===== src/rtl/pm_pkg.sv =====
package pm_pkg;

  typedef enum logic [1:0] {
    DRV_OFF = 2'd0,
    DRV_LOW = 2'd1,
    DRV_ON  = 2'd2
  } drv_e;

  typedef struct packed {
    logic merge;
    logic ddr;
    drv_e drv;
  } ctl_t;

  localparam logic [1:0] MODE_DUAL_SINGLE = 2'b01;

  // quarter-cycle clock shape, bit 0 is the first quarter
  function automatic logic [3:0] clk_shape(input logic merge, input logic ddr,
                                           input logic rise);
    logic [3:0] p;
    if (merge && !ddr)      p = 4'b1010;
    else if (merge && ddr)  p = 4'b0110;
    else                    p = 4'b1100;
    return rise ? p : ~p;
  endfunction

  function automatic drv_e drv_state(input logic pwr, input logic oe);
    if (!pwr)     return DRV_OFF;
    else if (!oe) return DRV_LOW;
    else          return DRV_ON;
  endfunction

endpackage


===== src/rtl/pm_mode_dec.sv =====
module pm_mode_dec
  import pm_pkg::*;
(
  input  logic [1:0] link_mode,
  input  logic       ddr_req,
  input  logic       pwr_on,
  input  logic       out_en,
  output ctl_t       ctl
);

  logic merge_w;

  assign merge_w   = (link_mode == MODE_DUAL_SINGLE);
  assign ctl.merge = merge_w;
  assign ctl.ddr   = merge_w & ddr_req;
  assign ctl.drv   = drv_state(pwr_on, out_en);

endmodule


===== src/rtl/pm_slot_sel.sv =====
module pm_slot_sel
  import pm_pkg::*;
#(
  parameter int W = 30
) (
  input  ctl_t         ctl,
  input  logic [W-1:0] pix_a,
  input  logic [W-1:0] pix_b,
  output logic [W-1:0] nxt0,
  output logic [W-1:0] nxt1
);

  logic active_w;
  assign active_w = (ctl.drv == DRV_ON);

  for (genvar i = 0; i < W; i++) begin : g_bit
    assign nxt0[i] = active_w & pix_a[i];
    assign nxt1[i] = active_w & (ctl.merge ? pix_b[i] : pix_a[i]);
  end

endmodule


===== src/rtl/pm_out_reg.sv =====
module pm_out_reg
  import pm_pkg::*;
#(
  parameter int W = 30
) (
  input  logic         clk,
  input  logic         rst_n,
  input  ctl_t         ctl,
  input  logic         rise_sel,
  input  logic [W-1:0] nxt0,
  input  logic [W-1:0] nxt1,
  output logic [W-1:0] slot0_q,
  output logic [W-1:0] slot1_q,
  output logic [W-1:0] data_drv,
  output logic [3:0]   clk_lvl,
  output logic         clk_drv,
  output logic         live
);

  logic [3:0] shape_w;
  assign shape_w = clk_shape(ctl.merge, ctl.ddr, rise_sel);

  always_ff @(posedge clk or negedge rst_n) begin
    if (!rst_n) begin
      slot0_q  <= '0;
      slot1_q  <= '0;
      data_drv <= '0;
      clk_lvl  <= '0;
      clk_drv  <= 1'b0;
      live     <= 1'b0;
    end else begin
      slot0_q  <= nxt0;
      slot1_q  <= nxt1;
      data_drv <= {W{ctl.drv != DRV_OFF}};
      clk_lvl  <= (ctl.drv == DRV_ON) ? shape_w : 4'b0000;
      clk_drv  <= (ctl.drv == DRV_ON);
      live     <= 1'b1;
    end
  end


  pd_float_chk: assert property (@(posedge clk) disable iff (!rst_n)
    live && $past(ctl.drv) == DRV_OFF |->
      data_drv == '0 && !clk_drv && slot0_q == '0 && slot1_q == '0);


  oe_low_chk: assert property (@(posedge clk) disable iff (!rst_n)
    live && $past(ctl.drv) == DRV_LOW |->
      (&data_drv) && clk_lvl == 4'b0000 && !clk_drv);


  clk_shape_chk: assert property (@(posedge clk) disable iff (!rst_n)
    clk_drv |-> $countones(clk_lvl) == 2 && (&data_drv));


  edge_inv_chk: assert property (@(posedge clk) disable iff (!rst_n)
    live && $past(ctl.drv) == DRV_ON && !$past(rise_sel) && $past(ctl.merge)
      && !$past(ctl.ddr) |-> clk_lvl == 4'b0101);

endmodule


===== src/rtl/pix_merge_ddr.sv =====
module pix_merge_ddr
  import pm_pkg::*;
#(
  parameter int W = 30
) (
  input  logic         clk,
  input  logic         rst_n,
  input  logic         pwr_on,
  input  logic         out_en,
  input  logic         ddr_req,
  input  logic         rise_sel,
  input  logic [1:0]   link_mode,
  input  logic [W-1:0] pix_a,
  input  logic [W-1:0] pix_b,
  output logic [W-1:0] slot0_q,
  output logic [W-1:0] slot1_q,
  output logic [W-1:0] data_drv,
  output logic [3:0]   clk_lvl,
  output logic         clk_drv
);

  ctl_t         ctl_w;
  logic [W-1:0] nxt0_w;
  logic [W-1:0] nxt1_w;
  logic         live_w;

  pm_mode_dec u_dec (
    .link_mode (link_mode),
    .ddr_req   (ddr_req),
    .pwr_on    (pwr_on),
    .out_en    (out_en),
    .ctl       (ctl_w)
  );

  pm_slot_sel #(.W(W)) u_sel (
    .ctl   (ctl_w),
    .pix_a (pix_a),
    .pix_b (pix_b),
    .nxt0  (nxt0_w),
    .nxt1  (nxt1_w)
  );

  pm_out_reg #(.W(W)) u_out (
    .clk      (clk),
    .rst_n    (rst_n),
    .ctl      (ctl_w),
    .rise_sel (rise_sel),
    .nxt0     (nxt0_w),
    .nxt1     (nxt1_w),
    .slot0_q  (slot0_q),
    .slot1_q  (slot1_q),
    .data_drv (data_drv),
    .clk_lvl  (clk_lvl),
    .clk_drv  (clk_drv),
    .live     (live_w)
  );


  merge_order_chk: assert property (@(posedge clk) disable iff (!rst_n)
    live_w && $past(link_mode) == 2'b01 && $past(pwr_on) && $past(out_en) |->
      slot0_q == $past(pix_a) && slot1_q == $past(pix_b));


  single_copy_chk: assert property (@(posedge clk) disable iff (!rst_n)
    live_w && $past(link_mode) != 2'b01 && $past(pwr_on) && $past(out_en) |->
      slot0_q == $past(pix_a) && slot1_q == $past(pix_a));


  ddr_ignored_chk: assert property (@(posedge clk) disable iff (!rst_n)
    live_w && $past(link_mode) != 2'b01 && $past(pwr_on) && $past(out_en) |->
      (clk_lvl == 4'b1100 || clk_lvl == 4'b0011));


  ddr_shape_chk: assert property (@(posedge clk) disable iff (!rst_n)
    live_w && $past(link_mode) == 2'b01 && $past(ddr_req) && $past(rise_sel)
      && $past(pwr_on) && $past(out_en) |-> clk_lvl == 4'b0110);

endmodule


===== config.mk =====
export PLATFORM = sky130hd
export DESIGN_NAME = pix_merge_ddr
export DESIGN_NICKNAME = d
export VERILOG_FILES = /design/src/rtl/pm_pkg.sv /design/src/rtl/pm_mode_dec.sv /design/src/rtl/pm_slot_sel.sv /design/src/rtl/pm_out_reg.sv /design/src/rtl/pix_merge_ddr.sv
export SDC_FILE = /design/constraint.sdc
export NUM_CORES = 1
export LEC_CHECK = 0
export ABC_AREA = 1
export BUFFER_PORTS_ARGS = -buffer_cell sky130_fd_sc_hd__buf_2
export CORE_ASPECT_RATIO = 1.5
export CORE_UTILIZATION = 46
export CTS_BUF_LIST = sky130_fd_sc_hd__clkbuf_16
export DETAILED_ROUTE_END_ITERATION = 10
export PLACE_DENSITY = 0.85
export RECOVER_POWER = 50
export SLEW_MARGIN = 20
export SYNTH_ARGS = -nofsm -noshare
export SYNTH_HDL_FRONTEND = slang
export SYNTH_SLANG_ARGS = --single-unit
export TNS_END_PERCENT = 1

===== constraint.sdc =====
create_clock -name clk -period 1.6 [get_ports clk]
set_input_delay 0.24 -clock clk [delete_from_list [all_inputs] [get_ports clk]]
set_output_delay 0.24 -clock clk [all_outputs]
set_load 0.005 [all_outputs]

==> impl_metrics.tcl, run 1 <==
set metrics [dict create \
    drt-vias-per-instance 4.53 \
    hold_viol_final 0 \
    h-tree-depth 3 \
    place_congestion 0.756 \
    cts_max_path_buffers 2 \
    fin_ws_ns 0.313 \
    synthCells 280 \
    status "complete, no violations" \
    die_w_um 63.9 \
    max_clock_freq_ghz 0.777 \
    cpPeakStageDelay_ns 0.56 \
    netlist_area_um2 2650 \
    grt_pass1_wl_um 9190 \
    dieHeight_um 94.9 \
    arrival_ns 1.05 \
    grt_overflow 0 \
    ant_nets 0 \
    p_leak_nw 2.19 \
    crit_family "flip-flops" \
    setup_viol 0 \
    drt_iter0_drc 82 \
    power_density_nw_per_um2 1080 \
    route.detailed.drc 0 \
    synth_seq_cells 66 \
    drv_slew 0 \
    syn-num-nets 348 \
    hp-class "in -> reg" \
    drt_wl_total_um 6070 \
    cts_inserted_buffers 9 \
    layout_commonest_cell "buf_2" \
    crit_fanout 30 \
    final_area_um2 3520 \
    diodes 0 \
    synth.yosys.seq_area_share_pct 62.4 \
    grt_pass1_vias 2091 \
    criticalPathCategory "reg -> out" \
    critPathLaunchType "flip-flop" \
    instances_no_fill 489 \
    routedWlPerCell_um 12.4 \
    place_inst 473 \
    vias 2215 \
    post_dp_cell_area_um2 3280 \
    grt_max_degree 67 \
    num_io_pins 163 \
    avgSynthCellArea_um2 9.46 \
    holdWs_ns 0.0546 \
    worst_pin_slew_ns 0.918 \
    fin_nets 483 \
    worstSetupEndpointType "primary output" \
    period_needed_ns 1.29 \
    numPortBuffers 162 \
    cts_tree "yes" \
    max_cap_violations 0 \
    slew_headroom_pct 38.7 \
    rsz0062_at_grt "false" \
    synth_warnings 0 \
    core_um2 5490 \
    fill_cells 454 \
    finalCritPeriodShare_pct 80.4 \
    final_cell_mix "161 x buf_2, 94 x nor2_1, 65 x dfrtp_1" \
    hpwl_um 4380 \
    initial_core_util_pct 48.2 \
    first_pass_iters 4 \
    cts.sinks 66 \
    post-place-ws_ns 0.398 \
    path_buf_inv 1 \
    tns_ns 0 \
    drive_above_1_share_pct 43.0 \
    root_buffer "clkbuf_16" \
    grtUsageTotal_pct 20.5 \
    crit_chain "buf_2" \
    die-area_um2 6070 \
    syn_to_final_growth_pct 33.1 \
    clk_pin_slew_ns 0.05 \
    ir_drop_v 0.000622 \
    antenna_found_initial 0 \
    num_rows 33 \
    crit_slowest_cell "dfrtp_2" \
    yosysUniqueCellTypes 17 \
    cp.required_ns 1.36 \
]
[per-stage QoR]
step	utilization, %	power (mW)
floorplan	-	2.00
global placement	59.7	2.19
detailed placement	59.7	2.21
CTS	64.5	3.86
global route	64.2	3.98
finish	64.2	3.81
[cell families (layout without fill, tap and decap cells)]
| group | after synthesis | after routing | share of synthesized area, % |
|---|---|---|---|
| and+or+nand+nor | 105 | 105 | 15.3 |
| buffers and inverters | 78 | 217 | 16.5 |
| AOI/OAI and AO/OA | 31 | 31 | 5.86 |
| DFF | 66 | 66 | 62.4 |
[layer usage]
| metal | share of wire [%] | track usage (%) | routed length [um] |
|---|---|---|---|
| met5 | 0 | 0 | 0 |
| met4 | 2.9 | 12.3 | 174 |
| met3 | 6.7 | 4.47 | 405 |
| met2 | 56 | 38.0 | 3370 |
| met1 | 35 | 20.5 | 2120 |
[cell type report]
type | count | area (um2) | share of cell area, %
clock buffer | 9 | 225 | 6.39
clock inverter | 6 | 26.3 | 0.746
inverter | 36 | 135 | 3.84
multi-input combinational | 136 | 557 | 15.8
sequential | 66 | 1650 | 46.9
tap | 70 | 87.6 | 2.49
timing repair buffer | 166 | 840 | 23.8
[registers in the layout, summed over array words and instances (netlist names)]
| register | cells |
|---|---|
| u_out.slot0_q | 30 |
| u_out.slot1_q | 30 |
| u_out.clk_lvl | 4 |
| u_out.data_drv | 1 |
| u_out.clk_drv | 1 |
[synth_stat cells (all sizes together)]
cell | instances | area [um2]
a21oi | 1 | 5.00
buf | 38 | 282
clkbuf | 4 | 18.8
clkinv | 1 | 5.00
dfrtp | 66 | 1650
inv | 35 | 131
nand2 | 8 | 35.0
nand3 | 2 | 10.0
nand4 | 1 | 6.26
nor2 | 94 | 353
o21ai | 30 | 150
[report_power, final]
| part | internal [mW] | switching (mW) |
|---|---|---|
| registers | 1.74 | 0.0232 |
| logic | 0.177 | 0.225 |
| clock network | 1.01 | 0.630 |
[final timing paths]
kind | from | to | slack, ns | cells after the start
worst min-delay path | pwr_on | u_out.data_drv[0] | 0.05 | 1
min in group asynchronous | rst_n | u_out.clk_lvl[2] | 0.68 | 3
worst max-delay path | u_out.data_drv[0] | data_drv[29] | 0.31 | 1
max in group asynchronous | rst_n | u_out.data_drv[0] | 0.32 | 3
[repair_timing]
item                                    4_1_cts  5_1_grt
endpoints found under the setup margin        0        2
endpoints found under the hold margin        66        0
setup buffers                                 0        0
resized for setup                             0        1
hold buffers                                  1        0
No activity file was read; power rests on OpenSTA's default activity.
==> inputs of run 2 (changes only) <==
--- a/config.mk
+++ b/config.mk
@@ -8,10 +8,10 @@
 export ABC_AREA = 1
 export BUFFER_PORTS_ARGS = -buffer_cell sky130_fd_sc_hd__buf_2
 export CORE_ASPECT_RATIO = 1.5
-export CORE_UTILIZATION = 46
+export CORE_UTILIZATION = 43
 export CTS_BUF_LIST = sky130_fd_sc_hd__clkbuf_16
 export DETAILED_ROUTE_END_ITERATION = 10
-export PLACE_DENSITY = 0.85
+export PLACE_DENSITY = 0.8
 export RECOVER_POWER = 50
 export SLEW_MARGIN = 20
 export SYNTH_ARGS = -nofsm -noshare
==> constraint.sdc (replaced) <==
create_clock -name clk -period 1.3 [get_ports clk]
set_input_delay 0.195 -clock clk [delete_from_list [all_inputs] [get_ports clk]]
set_output_delay 0.195 -clock clk [all_outputs]
set_load 0.005 [all_outputs]
==> run 2 against run 1 <==
  * Global-route usage increased by 0.20 points
  * Highest routed layer is now met5
  * Setup slack got worse by 0.25 ns
  * Largest cell class unchanged
  * Via count increased by 0.68%
  * Critical endpoint is now data_drv[19]
==> impl_metrics.tcl, run 2 (synthesized netlist as in run 1, its figures left out) <==
set metrics [dict create \
    die_w_um 66.1 \
    criticalPathCategory "reg -> out" \
    power_density_nw_per_um2 1420 \
    cpPeakStageDelay_ns 0.57 \
    first_pass_iters 4 \
    worst_pin_slew_ns 0.690 \
    clk_pin_slew_ns 0.05 \
    drv_slew 0 \
    reg_top3 "u_out.slot0_q: 30 flops, u_out.slot1_q: 30 flops, u_out.clk_lvl: 4 flops" \
    ir_drop_v 0.00108 \
    cts_max_path_buffers 2 \
    critPathLaunchType "flip-flop" \
    crit_chain "buf_2" \
    syn_to_final_growth_pct 36.8 \
    rsz0062_at_grt "true" \
    cts.sinks 66 \
    crit_slowest_cell "dfrtp_4" \
    drt_wl_total_um 6230 \
    grtUsageTotal_pct 20.7 \
    grt_pass1_vias 2165 \
    vias 2230 \
    initial_core_util_pct 45.1 \
    routedWlPerCell_um 12.5 \
    fin_nets 487 \
    period_needed_ns 1.23 \
    max_clock_freq_ghz 0.810 \
    drive_above_1_share_pct 44.1 \
    fin_ws_ns 0.0660 \
    root_buffer "clkbuf_16" \
    cts_inserted_buffers 9 \
    crit_family "flip-flops" \
    dieHeight_um 98.1 \
    worstSetupEndpointType "primary output" \
    final_cell_mix "160 x buf_2, 94 x nor2_1, 65 x dfrtp_1" \
    setup_viol 0 \
    num_io_pins 163 \
    p_leak_nw 2.23 \
    slew_headroom_pct 54.0 \
    hold_viol_final 0 \
    ant_nets 0 \
    num_rows 34 \
    fill_cells 515 \
    max_cap_violations 0 \
    route.detailed.drc 0 \
    post_cts_buffers 0 \
    power.total_mw 5.14 \
    crit_fanout 30 \
    hpwl_um 4610 \
    cts_tree "yes" \
    final_area_um2 3620 \
    drt-vias-per-instance 4.49 \
    hp-class "in -> reg" \
    antenna_found_initial 2 \
    place_congestion 0.799 \
    finalCritPeriodShare_pct 94.9 \
    core_um2 5870 \
    cp.required_ns 1.11 \
    grt_overflow 0 \
    grt_pass1_wl_um 9860 \
    tns_ns 0 \
    post-place-ws_ns 0.165 \
    final_util_pct 61.7 \
    grt_max_degree 36 \
    numPortBuffers 162 \
    layout_commonest_cell "buf_2" \
    post_dp_cell_area_um2 3300 \
    path_buf_inv 1 \
    arrival_ns 1.04 \
    drt_iter0_drc 96 \
    h-tree-depth 3 \
    die-area_um2 6480 \
    status "complete, no violations" \
]
run 2: power by group:
part	switching (mW)	internal, mW
registers	0.0292	2.15
logic	0.279	0.225
clock network	0.809	1.66
run 2: cell type report:
cell class              count  area, um2  share of cell area [%]
clock inverters             7       85.1                    2.35
flip-flops and latches     66       1660                    45.7
clock buffers               9        225                    6.22
well taps                  72       90.1                    2.49
repair buffers            170        868                    24.0
multi-input cells         136        559                    15.4
inverters                  36        136                    3.77
diodes                      1       2.50                  0.0691
run 2: metal layers:
layer,GRT usage (%),up-vias,share of wire (%)
li1,-,1081,-
met1,21.0,1003,35
met2,35.5,120,53
met3,5.96,24,7.2
met4,13.7,2,4.7
met5,0,-,0.16
run 2: what timing repair did:
item / in CTS / in global routing
endpoints found under the setup margin: 30 / 30
pin swaps: 0 / 0
gates resized for setup: 1 / 1
hold buffers: 1 / 0
hold endpoints to repair: 66 / 0
run 2: worst paths after layout:
kind                                   start           endpoint  slack (ns)  cells past startpoint
setup / recovery           u_out.data_drv[0]       data_drv[19]        0.07                      1
hold / removal                        pwr_on  u_out.data_drv[0]        0.03                      1
max in group asynchronous              rst_n   u_out.clk_lvl[0]        0.44                      3
min in group asynchronous              rst_n  u_out.slot0_q[14]        0.46                      3
run 2: metrics by stage:
stage | hold WS, ns | instances
after CTS | 0.00662 | 496
after global routing | 0.0210 | 497
after floorplan | -0.101 | 280
final | 0.0280 | 497
after global placement | 0.239 | 479
after detailed placement | 0.243 | 479
